===== src/rtl/pci_bar_pkg.sv =====
package pci_bar_pkg;
  localparam int unsigned ADDR_W = 32;
  localparam int unsigned LANES  = ADDR_W / 8;

  // fixed low bits: type flag, memory locator/prefetch
  function automatic logic [ADDR_W-1:0] type_bits(input bit is_io, input bit pref);
    logic [ADDR_W-1:0] v;
    v = '0;
    if (is_io) v[0] = 1'b1;
    else       v[3] = pref;
    return v;
  endfunction
endpackage


===== src/rtl/pci_bar_store.sv =====
module pci_bar_store
  import pci_bar_pkg::*;
#(
  parameter int unsigned DECODE_LOG2 = 12
) (
  input  logic                          clk_i,
  input  logic                          rst_ni,
  input  logic                          we_i,
  input  logic [LANES-1:0]              be_i,
  input  logic [ADDR_W-1:0]             wdata_i,
  output logic [ADDR_W-1:DECODE_LOG2]   base_o
);
  logic unused_low;
  assign unused_low = ^{wdata_i[DECODE_LOG2-1:0], be_i};

  for (genvar b = DECODE_LOG2; b < ADDR_W; b++) begin : g_bit
    always_ff @(posedge clk_i or negedge rst_ni) begin
      if (!rst_ni)                 base_o[b] <= 1'b0;
      else if (we_i && be_i[b/8])  base_o[b] <= wdata_i[b];
    end
  end
endmodule


===== src/rtl/pci_bar_match.sv =====
module pci_bar_match
  import pci_bar_pkg::*;
#(
  parameter int unsigned DECODE_LOG2 = 12,
  parameter bit          BAR_IS_IO   = 1'b0
) (
  input  logic [ADDR_W-1:0]           addr_i,
  input  logic                        is_io_i,
  input  logic                        mem_en_i,
  input  logic                        io_en_i,
  input  logic [ADDR_W-1:DECODE_LOG2] base_i,
  output logic                        hit_o
);
  logic [ADDR_W-1:0] base_full;
  logic              space_ok;
  logic              addr_ok;

  assign base_full = {base_i, {DECODE_LOG2{1'b0}}};
  assign addr_ok   = (((addr_i ^ base_full) >> DECODE_LOG2) == '0);

  if (BAR_IS_IO) begin : g_io
    assign space_ok = is_io_i && io_en_i;
  end else begin : g_mem
    assign space_ok = !is_io_i && mem_en_i;
  end

  assign hit_o = space_ok && addr_ok;
endmodule


===== src/rtl/pci_bar_rdmux.sv =====
module pci_bar_rdmux
  import pci_bar_pkg::*;
#(
  parameter int unsigned DECODE_LOG2 = 12,
  parameter bit          BAR_IS_IO   = 1'b0,
  parameter bit          PREFETCH    = 1'b0
) (
  input  logic                        sel_i,
  input  logic [ADDR_W-1:DECODE_LOG2] base_i,
  output logic [ADDR_W-1:0]           rdata_o
);
  localparam logic [ADDR_W-1:0] FIXED = type_bits(BAR_IS_IO, PREFETCH);

  always_comb begin
    rdata_o = '0;
    if (sel_i) rdata_o = {base_i, FIXED[DECODE_LOG2-1:0]};
  end
endmodule


===== src/rtl/pci_bar.sv =====
module pci_bar
  import pci_bar_pkg::*;
#(
  parameter bit          BAR_IS_IO   = 1'b0,
  parameter int unsigned DECODE_LOG2 = 12,
  parameter bit          PREFETCH    = 1'b0
) (
  input  logic        clk_i,
  input  logic        rst_ni,
  input  logic        cfg_sel_i,
  input  logic        cfg_wr_i,
  input  logic [3:0]  cfg_be_i,
  input  logic [31:0] cfg_wdata_i,
  output logic [31:0] cfg_rdata_o,
  input  logic        mem_en_i,
  input  logic        io_en_i,
  input  logic        bus_is_io_i,
  input  logic [31:0] bus_addr_i,
  output logic        hit_o
);
  localparam int unsigned MIN_LOG2 = BAR_IS_IO ? 2 : 4;
  localparam int unsigned MAX_LOG2 = BAR_IS_IO ? 8 : 31;

  if (DECODE_LOG2 < MIN_LOG2 || DECODE_LOG2 > MAX_LOG2) begin : g_bad_size
    $error("pci_bar: DECODE_LOG2 out of range for selected space");
  end

  logic [ADDR_W-1:DECODE_LOG2] base_q;
  logic                        wr_en;

  assign wr_en = cfg_sel_i && cfg_wr_i;

  pci_bar_store #(.DECODE_LOG2(DECODE_LOG2)) u_store (
    .clk_i   (clk_i),
    .rst_ni  (rst_ni),
    .we_i    (wr_en),
    .be_i    (cfg_be_i),
    .wdata_i (cfg_wdata_i),
    .base_o  (base_q)
  );

  pci_bar_rdmux #(
    .DECODE_LOG2(DECODE_LOG2), .BAR_IS_IO(BAR_IS_IO), .PREFETCH(PREFETCH)
  ) u_rdmux (
    .sel_i   (cfg_sel_i),
    .base_i  (base_q),
    .rdata_o (cfg_rdata_o)
  );

  pci_bar_match #(.DECODE_LOG2(DECODE_LOG2), .BAR_IS_IO(BAR_IS_IO)) u_match (
    .addr_i   (bus_addr_i),
    .is_io_i  (bus_is_io_i),
    .mem_en_i (mem_en_i),
    .io_en_i  (io_en_i),
    .base_i   (base_q),
    .hit_o    (hit_o)
  );
endmodule


===== config.mk =====
export PLATFORM = sky130hd
export DESIGN_NAME = pci_bar
export DESIGN_NICKNAME = d
export VERILOG_FILES = /design/src/rtl/pci_bar_pkg.sv /design/src/rtl/pci_bar_store.sv /design/src/rtl/pci_bar_match.sv /design/src/rtl/pci_bar_rdmux.sv /design/src/rtl/pci_bar.sv
export SDC_FILE = /design/constraint.sdc
export NUM_CORES = 1
export LEC_CHECK = 0
export ABC_AREA = 1
export CAP_MARGIN = 20
export CORE_MARGIN = 2
export CORE_UTILIZATION = 37
export DETAILED_ROUTE_END_ITERATION = 10
export PLACE_DENSITY = 0.86
export SETUP_SLACK_MARGIN = 0.15
export SLEW_MARGIN = 5
export SYNTH_ARGS = -nofsm -noshare
export SYNTH_HDL_FRONTEND = slang
export SYNTH_HIERARCHICAL = 1
export SYNTH_SLANG_ARGS = --single-unit

===== constraint.sdc =====
create_clock -name clk_i -period 1.99 [get_ports clk_i]
set_clock_uncertainty 0.05 [all_clocks]
set_input_delay 0.398 -clock clk_i [delete_from_list [all_inputs] [get_ports clk_i]]
set_output_delay 0.398 -clock clk_i [all_outputs]
set_load 0.01 [all_outputs]

# After elaboration in Yosys (flattened, before gate mapping)

Cells that the tools add are included.

Reductions and logical operators: 8
Muxes and demuxes: 1
Bitwise operators: 1

Operator list:

| cell                | count |
|---|---|
| $logic_not A32 Y1   | 1 |
| $mux W32            | 1 |
| $xor A32 B32 Y32    | 1 |
| $logic_and A1 B1 Y1 | 6 |
| $logic_not A1 Y1    | 1 |

Register bits after elaboration: 20
Input bits: 75
Word-level logic and storage cells: 30
Output and inout port bits: 33

# Logic depth before layout (Yosys ltp)

Gate-level depths: netlist of the first run.

Depth in word-level cells: 3
Depth in mapped cells: 8
Depth with buffers taken out: 8

# Modules after synthesis

The synthesis of the first run kept the hierarchy.

Modules (own cells, without submodules):

| module        | area each (um^2) | cells each | times used | sequential area each (um^2) |
|---|---|---|---|---|
| pci_bar_store | 799.5            | 87         | 1          | 500.5 |
| pci_bar_match | 397.9            | 101        | 1          | 0.0 |
| pci_bar_rdmux | 266.5            | 55         | 1          | 0.0 |
| pci_bar       | 7.5              | 2          | 1          | 0.0 |

# Worst setup path before layout of the first run

Ideal clock, no wire load.

Path kind: input -> output
From: in mem_en_i
To: out hit_o
Data arrival time: 0.911 ns
Stages: 8
Path slack: 0.631 ns
Cells stage by stage: inv_1 nor2_1 nand2_1 nor2_1 nand2_1 nor2_1 nand2_1 nor2_2

Longest elaborated chain between the ends: 2

Ends and longest elaborated chain:

| element             | line                | source |
|---|---|---|
| from (decl)         | pci_bar.sv:15       | `input logic mem_en_i,` |
| $logic_and A1 B1 Y1 | pci_bar_match.sv:24 | `assign space_ok = !is_io_i && mem_en_i;` |
| $logic_and A1 B1 Y1 | pci_bar_match.sv:27 | `assign hit_o = space_ok && addr_ok;` |
| to (decl)           | pci_bar.sv:19       | `output logic hit_o` |

Every way passes these cells.

# Worst setup path after layout of the first run

From: in bus_addr_i[30]
To: out hit_o

Longest elaborated chain between the ends: 3

Ends and longest elaborated chain:

| element             | line                | source |
|---|---|---|
| from (decl)         | pci_bar.sv:18       | `input logic [31:0] bus_addr_i,` |
| $xor A32 B32 Y32    | pci_bar_match.sv:19 | `assign addr_ok = (((addr_i ^ base_full) >> DECODE_LOG2) == '0);` |
| $logic_not A32 Y1   | pci_bar_match.sv:19 |  |
| $logic_and A1 B1 Y1 | pci_bar_match.sv:27 |  |

Every way passes these cells.

==> results of run 1 <==
==> power by group <==
| part | internal, mW | switching, mW | total, mW |
|---|---|---|---|
| logic | 0.253 | 0.232 | 0.485 |
| clock network | 0.135 | 0.131 | 0.266 |
| registers | 0.471 | 0.0606 | 0.532 |
==> cell type report <==
type                       count  area, um^2  area share, %
clock buffer                   3        41.3           1.78
inverter                      52         195           8.40
multi-input combinational    166         678           29.2
sequential                    20         500           21.5
tap                           48        60.1           2.58
timing repair buffer          84         850           36.5
==> through the flow <==
step | setup WS, ns | instances | utilization [%] | setup TNS [ns]
2_1_floorplan | 0.631 | 256 | - | 0
3_3_place_gp | -0.460 | 367 | 59.2 | -3.62
3_5_place_dp | -0.472 | 367 | 59.2 | -3.96
4_1_cts | 0.0240 | 371 | 60.3 | 0
5_1_grt | 0.0298 | 373 | 62.1 | 0
6_report | 0.119 | 373 | 62.1 | 0
==> cell usage in the layout, fill, tap and decap left out, types with 3 or more instances in the layout <==
| cell | synthesis | routed |
|---|---|---|
| nand2_1 | 112 | 111 |
| inv_1 | 52 | 50 |
| clkdlybuf4s50_1 | 0 | 26 |
| dlygate4sd2_1 | 0 | 24 |
| nand3_1 | 22 | 22 |
| dfrtp_1 | 20 | 20 |
| dlymetal6s2s_1 | 0 | 17 |
| buf_4 | 14 | 13 |
| conb_1 | 1 | 12 |
| nor2_1 | 13 | 11 |
| clkbuf_8 | 0 | 3 |
| nor2_2 | 1 | 3 |
==> worst register-to-register path, stage by stage (launching register included) <==
cell	delay [ns]
dfrtp_1	0.40
buf_4	0.14
nand2_1	0.06
nand2_1	0.05
==> repair_timing <==
item,4_1_cts,5_1_grt
setup buffers,0,2
gates resized for setup,32,25
pin swaps,13,13
gates cloned,1,0
endpoints found under the setup margin,21,9
==> per-layer routing <==
layer / wire length (um) / up-vias / track usage, %
li1: - / 847 / -
met1: 1650 / 708 / 23.6
met2: 2120 / 64 / 34.3
met3: 305 / 4 / 2.20
met4: 30 / 0 / 4.59
met5: 0 / - / 0
==> synth_stat cells <==
cell type  number  share of area, %
nand2_1       112                29
inv_1          52                13
nand3_1        22               7.5
dfrtp_1        20                34
buf_4          14               7.1
nor2_1         13               3.3
buf_6           4               3.1
o21ai_0         3               1.0
o22ai_1         2              0.85
conb_1          1              0.25
nor2_2          1              0.43
xnor2_1         1              0.60
==> cells by family (layout without fill, tap and decap cells) <==
kind of cell / after synthesis / count (layout) / share of synthesized area (%)
buffers and inverters: 70 / 139 / 23.5
AND/OR/NAND/NOR: 148 / 148 / 39.8
flip-flops: 20 / 20 / 34.0
AO/OA/AOI/OAI: 5 / 5 / 1.87
other: 1 / 12 / 0.255
XOR/XNOR: 1 / 1 / 0.595
==> final timing paths <==
path                                                startpoint                              to  slack [ns]  cells past startpoint
worst max-delay path                            bus_addr_i[30]                           hit_o        0.12                      8
worst min-delay path                                    rst_ni  u_store/base_o[14]$_DFFE_PN0P_        0.42                      2
worst max register to register  u_store/base_o[14]$_DFFE_PN0P_  u_store/base_o[14]$_DFFE_PN0P_        1.19                      3
worst min register to register  u_store/base_o[27]$_DFFE_PN0P_  u_store/base_o[27]$_DFFE_PN0P_        0.47                      2
max in group asynchronous                               rst_ni  u_store/base_o[26]$_DFFE_PN0P_        1.25                      2
min in group clk_i              u_store/base_o[27]$_DFFE_PN0P_  u_store/base_o[27]$_DFFE_PN0P_        0.47                      2
==> results.json, run 1 <==
{
  "status": "complete, no violations",
  "crit_path_end_kind": "output port",
  "first_pass_iters": 4,
  "leakage_nw": 1.62,
  "worstHoldPathType": "in -> async",
  "io_pins": 108,
  "yosysSeqAreaShare_pct": 34.0,
  "dieArea_mm2": 0.00450,
  "rsz0062_at_grt": "yes",
  "ys_ff_latch": 20,
  "grt_antenna_before_repair": 0,
  "yosysUniqueCellTypes": 12,
  "finalInstanceArea_mm2": 0.00232,
  "cts_buffers": 3,
  "cts-root-buf": "clkbuf_8",
  "grt_max_degree": 21,
  "drc": 0,
  "synth_area_mm2": 0.00147,
  "dieHeight_um": 67.1,
  "start_util_pct": 39.3,
  "slew_viol_final": 0,
  "clkTransAtPathRegs_ns": 0.07,
  "timing.final.hold_violations": 0,
  "setup_viol": 0,
  "yosys_warnings": 6,
  "ant_nets": 0,
  "diodes": 0,
  "cp_num_buf_inv": 3,
  "cap_violations": 0,
  "max_stage_delay_ns": 0.47,
  "power_mw": 1.28,
  "cts_sinks": 20,
  "syn_inst": 245,
  "grt_pass1_wl_um": 6290,
  "cts_tree": "done",
  "place_hpwl_um": 3170,
  "gp_congestion": 0.821,
  "worstPathRequired_ns": 1.54,
  "arrival_ns": 1.42,
  "ir_drop_mv": 0.365,
  "overflow": 0,
  "grt_usage_pct": 18.9,
  "fin_crit_ns": 1.87,
  "ctsHoldBuffers": 0,
  "rows": 22,
  "wire_per_inst_um": 11.0,
  "routed_wl_um": 4100,
  "die_w_um": 67.1,
  "fin_nets": 402,
  "start_kind": "input pin",
  "largest_register": "u_store/base_o",
  "n_fill_cell": 381,
  "layout-drive-gt1-share_pct": 8.31,
  "viasPerCell": 4.35,
  "num_vias": 1623,
  "synthToLayoutAreaGrowth_pct": 58.0,
  "crit_type": "in -> out",
  "finalCritPeriodShare_pct": 94.0,
  "p_per_area_mw_per_mm2": 552,
  "grt_pass1_vias": 1439,
  "h-tree-depth": 1,
  "fmax_ghz": 0.534,
  "clockBufferDepth": 2,
  "drt-initial-drc-count": 68,
  "path_cells": "clkdlybuf4s50_1 > inv_2 > nand2_2 > o21ai_2 > nor2_1 > nand3_1 > nor2_2 > buf_2",
  "critPathMaxFanout": 2,
  "clk_latency_ns": 0.25,
  "port_buffers": 69,
  "syn_avg_cell_area_um2": 6.01,
  "holdWs_ns": 0.424,
  "cp_slowest_cell": "clkdlybuf4s50_1",
  "cp_top_family": "buffers and inverters",
  "top_regs": "u_store/base_o (20)",
  "largest_reg_flops": 20,
  "core_region_area_mm2": 0.00374,
  "placed_area_mm2": 0.00222
}
(Power assumes the default switching activity.)
==> inputs of run 2 (changes only) <==
--- a/config.mk
+++ b/config.mk
@@ -8,9 +8,9 @@
 export ABC_AREA = 1
 export CAP_MARGIN = 20
 export CORE_MARGIN = 2
-export CORE_UTILIZATION = 37
+export CORE_UTILIZATION = 31
 export DETAILED_ROUTE_END_ITERATION = 10
-export PLACE_DENSITY = 0.86
+export PLACE_DENSITY = 0.77
 export SETUP_SLACK_MARGIN = 0.15
 export SLEW_MARGIN = 5
 export SYNTH_ARGS = -nofsm -noshare
==> constraint.sdc (replaced) <==
create_clock -name clk_i -period 1.67 [get_ports clk_i]
set_clock_uncertainty 0.05 [all_clocks]
set_input_delay 0.334 -clock clk_i [delete_from_list [all_inputs] [get_ports clk_i]]
set_output_delay 0.334 -clock clk_i [all_outputs]
set_load 0.01 [all_outputs]
==> run 2 against run 1 <==
  * The flow now finishes with violations (negative setup slack)
  * Flip-flop and latch count is the same
  * Core utilization shrank 9.1 points
  * Global-route usage shrank 1.2 points
  * Clock-buffer cell count is the same
  * Non-clock buffer count grew 23
  * Cell count grew 8.0%
  * Critical path depth grew 1
  * Wire length grew 16%
  * Total power grew 45%
  * Die area grew 18%
  * Largest power group is now combinational cells
  * Highest routed layer unchanged
==> results.json, run 2 (synthesis gave the netlist of run 1 again) <==
{
  "wl_met1_um": 1990,
  "rsz0062_at_grt": "yes",
  "leakage_nw": 1.53,
  "num_vias": 1719,
  "instances_no_fill": 403,
  "grt_usage_pct": 17.7,
  "arrival_ns": 1.43,
  "cts_buffers": 3,
  "setup_viol": 1,
  "clkTransAtPathRegs_ns": 0.08,
  "overflow": 0,
  "cts_tree": "done",
  "grt_pass1_wl_um": 7280,
  "slew_viol_final": 0,
  "violations": "negative setup slack",
  "dieHeight_um": 72.9,
  "routed_wl_um": 4740,
  "rows": 25,
  "status": "finished with violations",
  "wire_per_inst_um": 11.8,
  "final_common_cell": "nand2_1",
  "die_w_um": 72.9,
  "fin_nets": 425,
  "pre_cts_slack_ns": -0.692,
  "fmax_ghz": 0.551,
  "crit_type": "reg -> out",
  "fin_setup_tns_ns": -0.146,
  "final.setup.worst_slack_ns": -0.146,
  "p_per_area_mw_per_mm2": 751,
  "io_pins": 108,
  "met3_length_um": 357,
  "timing.final.hold_violations": 0,
  "worstPathRequired_ns": 1.29,
  "fin_crit_ns": 1.82,
  "grt_max_degree": 21,
  "top_regs": "u_store/base_o (20)",
  "cap_violations": 0,
  "start_kind": "flip-flop",
  "dieArea_mm2": 0.00531,
  "drc": 0,
  "ctsHoldBuffers": 0,
  "ff2ff_path_depth": 4,
  "finalInstanceArea_mm2": 0.00247,
  "grt_antenna_before_repair": 0,
  "top_layer_used": "met4",
  "crit_path_end_kind": "output port",
  "h-tree-depth": 1,
  "layout_common_cells": "108 x nand2_1, 50 x inv_1, 33 x clkdlybuf4s50_1, 26 x buf_4, 22 x nand3_1",
  "largest_register": "u_store/base_o",
  "gp_congestion": 0.820,
  "cts-root-buf": "clkbuf_8",
  "placed_area_mm2": 0.00238,
  "core_region_area_mm2": 0.00466,
  "ir_drop_mv": 0.304,
  "clk_latency_ns": 0.26,
  "layout-drive-gt1-share_pct": 20.1,
  "synthToLayoutAreaGrowth_pct": 67.9,
  "largest_reg_flops": 20,
  "clockBufferDepth": 2,
  "drt-initial-drc-count": 89,
  "critPathMaxFanout": 3,
  "cts_sinks": 20,
  "viasPerCell": 4.27,
  "port_buffers": 69,
  "finalCritPeriodShare_pct": 109,
  "ant_nets": 0,
  "worstHoldPathType": "in -> async",
  "start_util_pct": 31.6,
  "place_hpwl_um": 3350,
  "diodes": 0,
  "grt_pass1_vias": 1672,
  "power_mw": 1.85,
  "first_pass_iters": 4,
  "dp.cells": 390,
  "wl_met2_um": 2320
}
-- run 2: layout make-up --
class	count	area (um^2)
Timing Repair Buffer	107	957
Inverter	52	195
Fill cell	466	2190
Clock buffer	3	41.3
Tap cell	54	67.6
Clock inverter	1	30.0
Multi-Input combinational cell	166	679
Sequential cell	20	500
-- run 2: worst paths after layout --
check                                            endpoint                      startpoint  slack, ns
min                        u_store/base_o[17]$_DFFE_PN0P_                          rst_ni       0.37
max reg2reg                u_store/base_o[16]$_DFFE_PN0P_  u_store/base_o[16]$_DFFE_PN0P_       0.70
max in group asynchronous  u_store/base_o[13]$_DFFE_PN0P_                          rst_ni       0.98
min in group clk_i         u_store/base_o[21]$_DFFE_PN0P_  u_store/base_o[21]$_DFFE_PN0P_       0.51
min reg2reg                u_store/base_o[21]$_DFFE_PN0P_  u_store/base_o[21]$_DFFE_PN0P_       0.51
max                                                 hit_o  u_store/base_o[14]$_DFFE_PN0P_      -0.15
-- run 2: repair_timing --
item,in CTS,in global routing
resized for setup,69,38
setup endpoints to repair,41,21
pin swaps,13,8
buffers inserted,5,3
gates cloned,1,0
endpoints found under the hold margin,0,0
-- run 2: stage by stage --
| step | utilization [%] | hold slack, ns |
|---|---|---|
| 2_1_floorplan | - | -0.0116 |
| 4_1_cts | 53.2 | 0.373 |
| 6_report | 53.0 | 0.370 |
| 5_1_grt | 53.0 | 0.387 |
| 3_5_place_dp | 51.0 | 0.484 |
| 3_3_place_gp | 51.0 | 0.476 |
-- run 2: worst max-delay path, stage by stage (launching register included) --
cell and delay [ns]:
dfrtp_1 0.39, inv_1 0.06, nand2_1 0.07, nand2_1 0.06
nor2_1 0.12, nand2_1 0.06, nor2_1 0.13, nand2_1 0.08
nor2_2 0.07, buf_2 0.13
-- run 2: power breakdown --
part	switching, mW	internal [mW]
registers	0.0621	0.561
clock network	0.170	0.320
logic	0.336	0.405
-- run 2: routing by layer --
metal / up-vias / GRT usage, %
li1: 893 / -
met1: 739 / 22.6
met2: 78 / 28.9
met3: 9 / 4.14
met4: 0 / 7.20
met5: - / 0
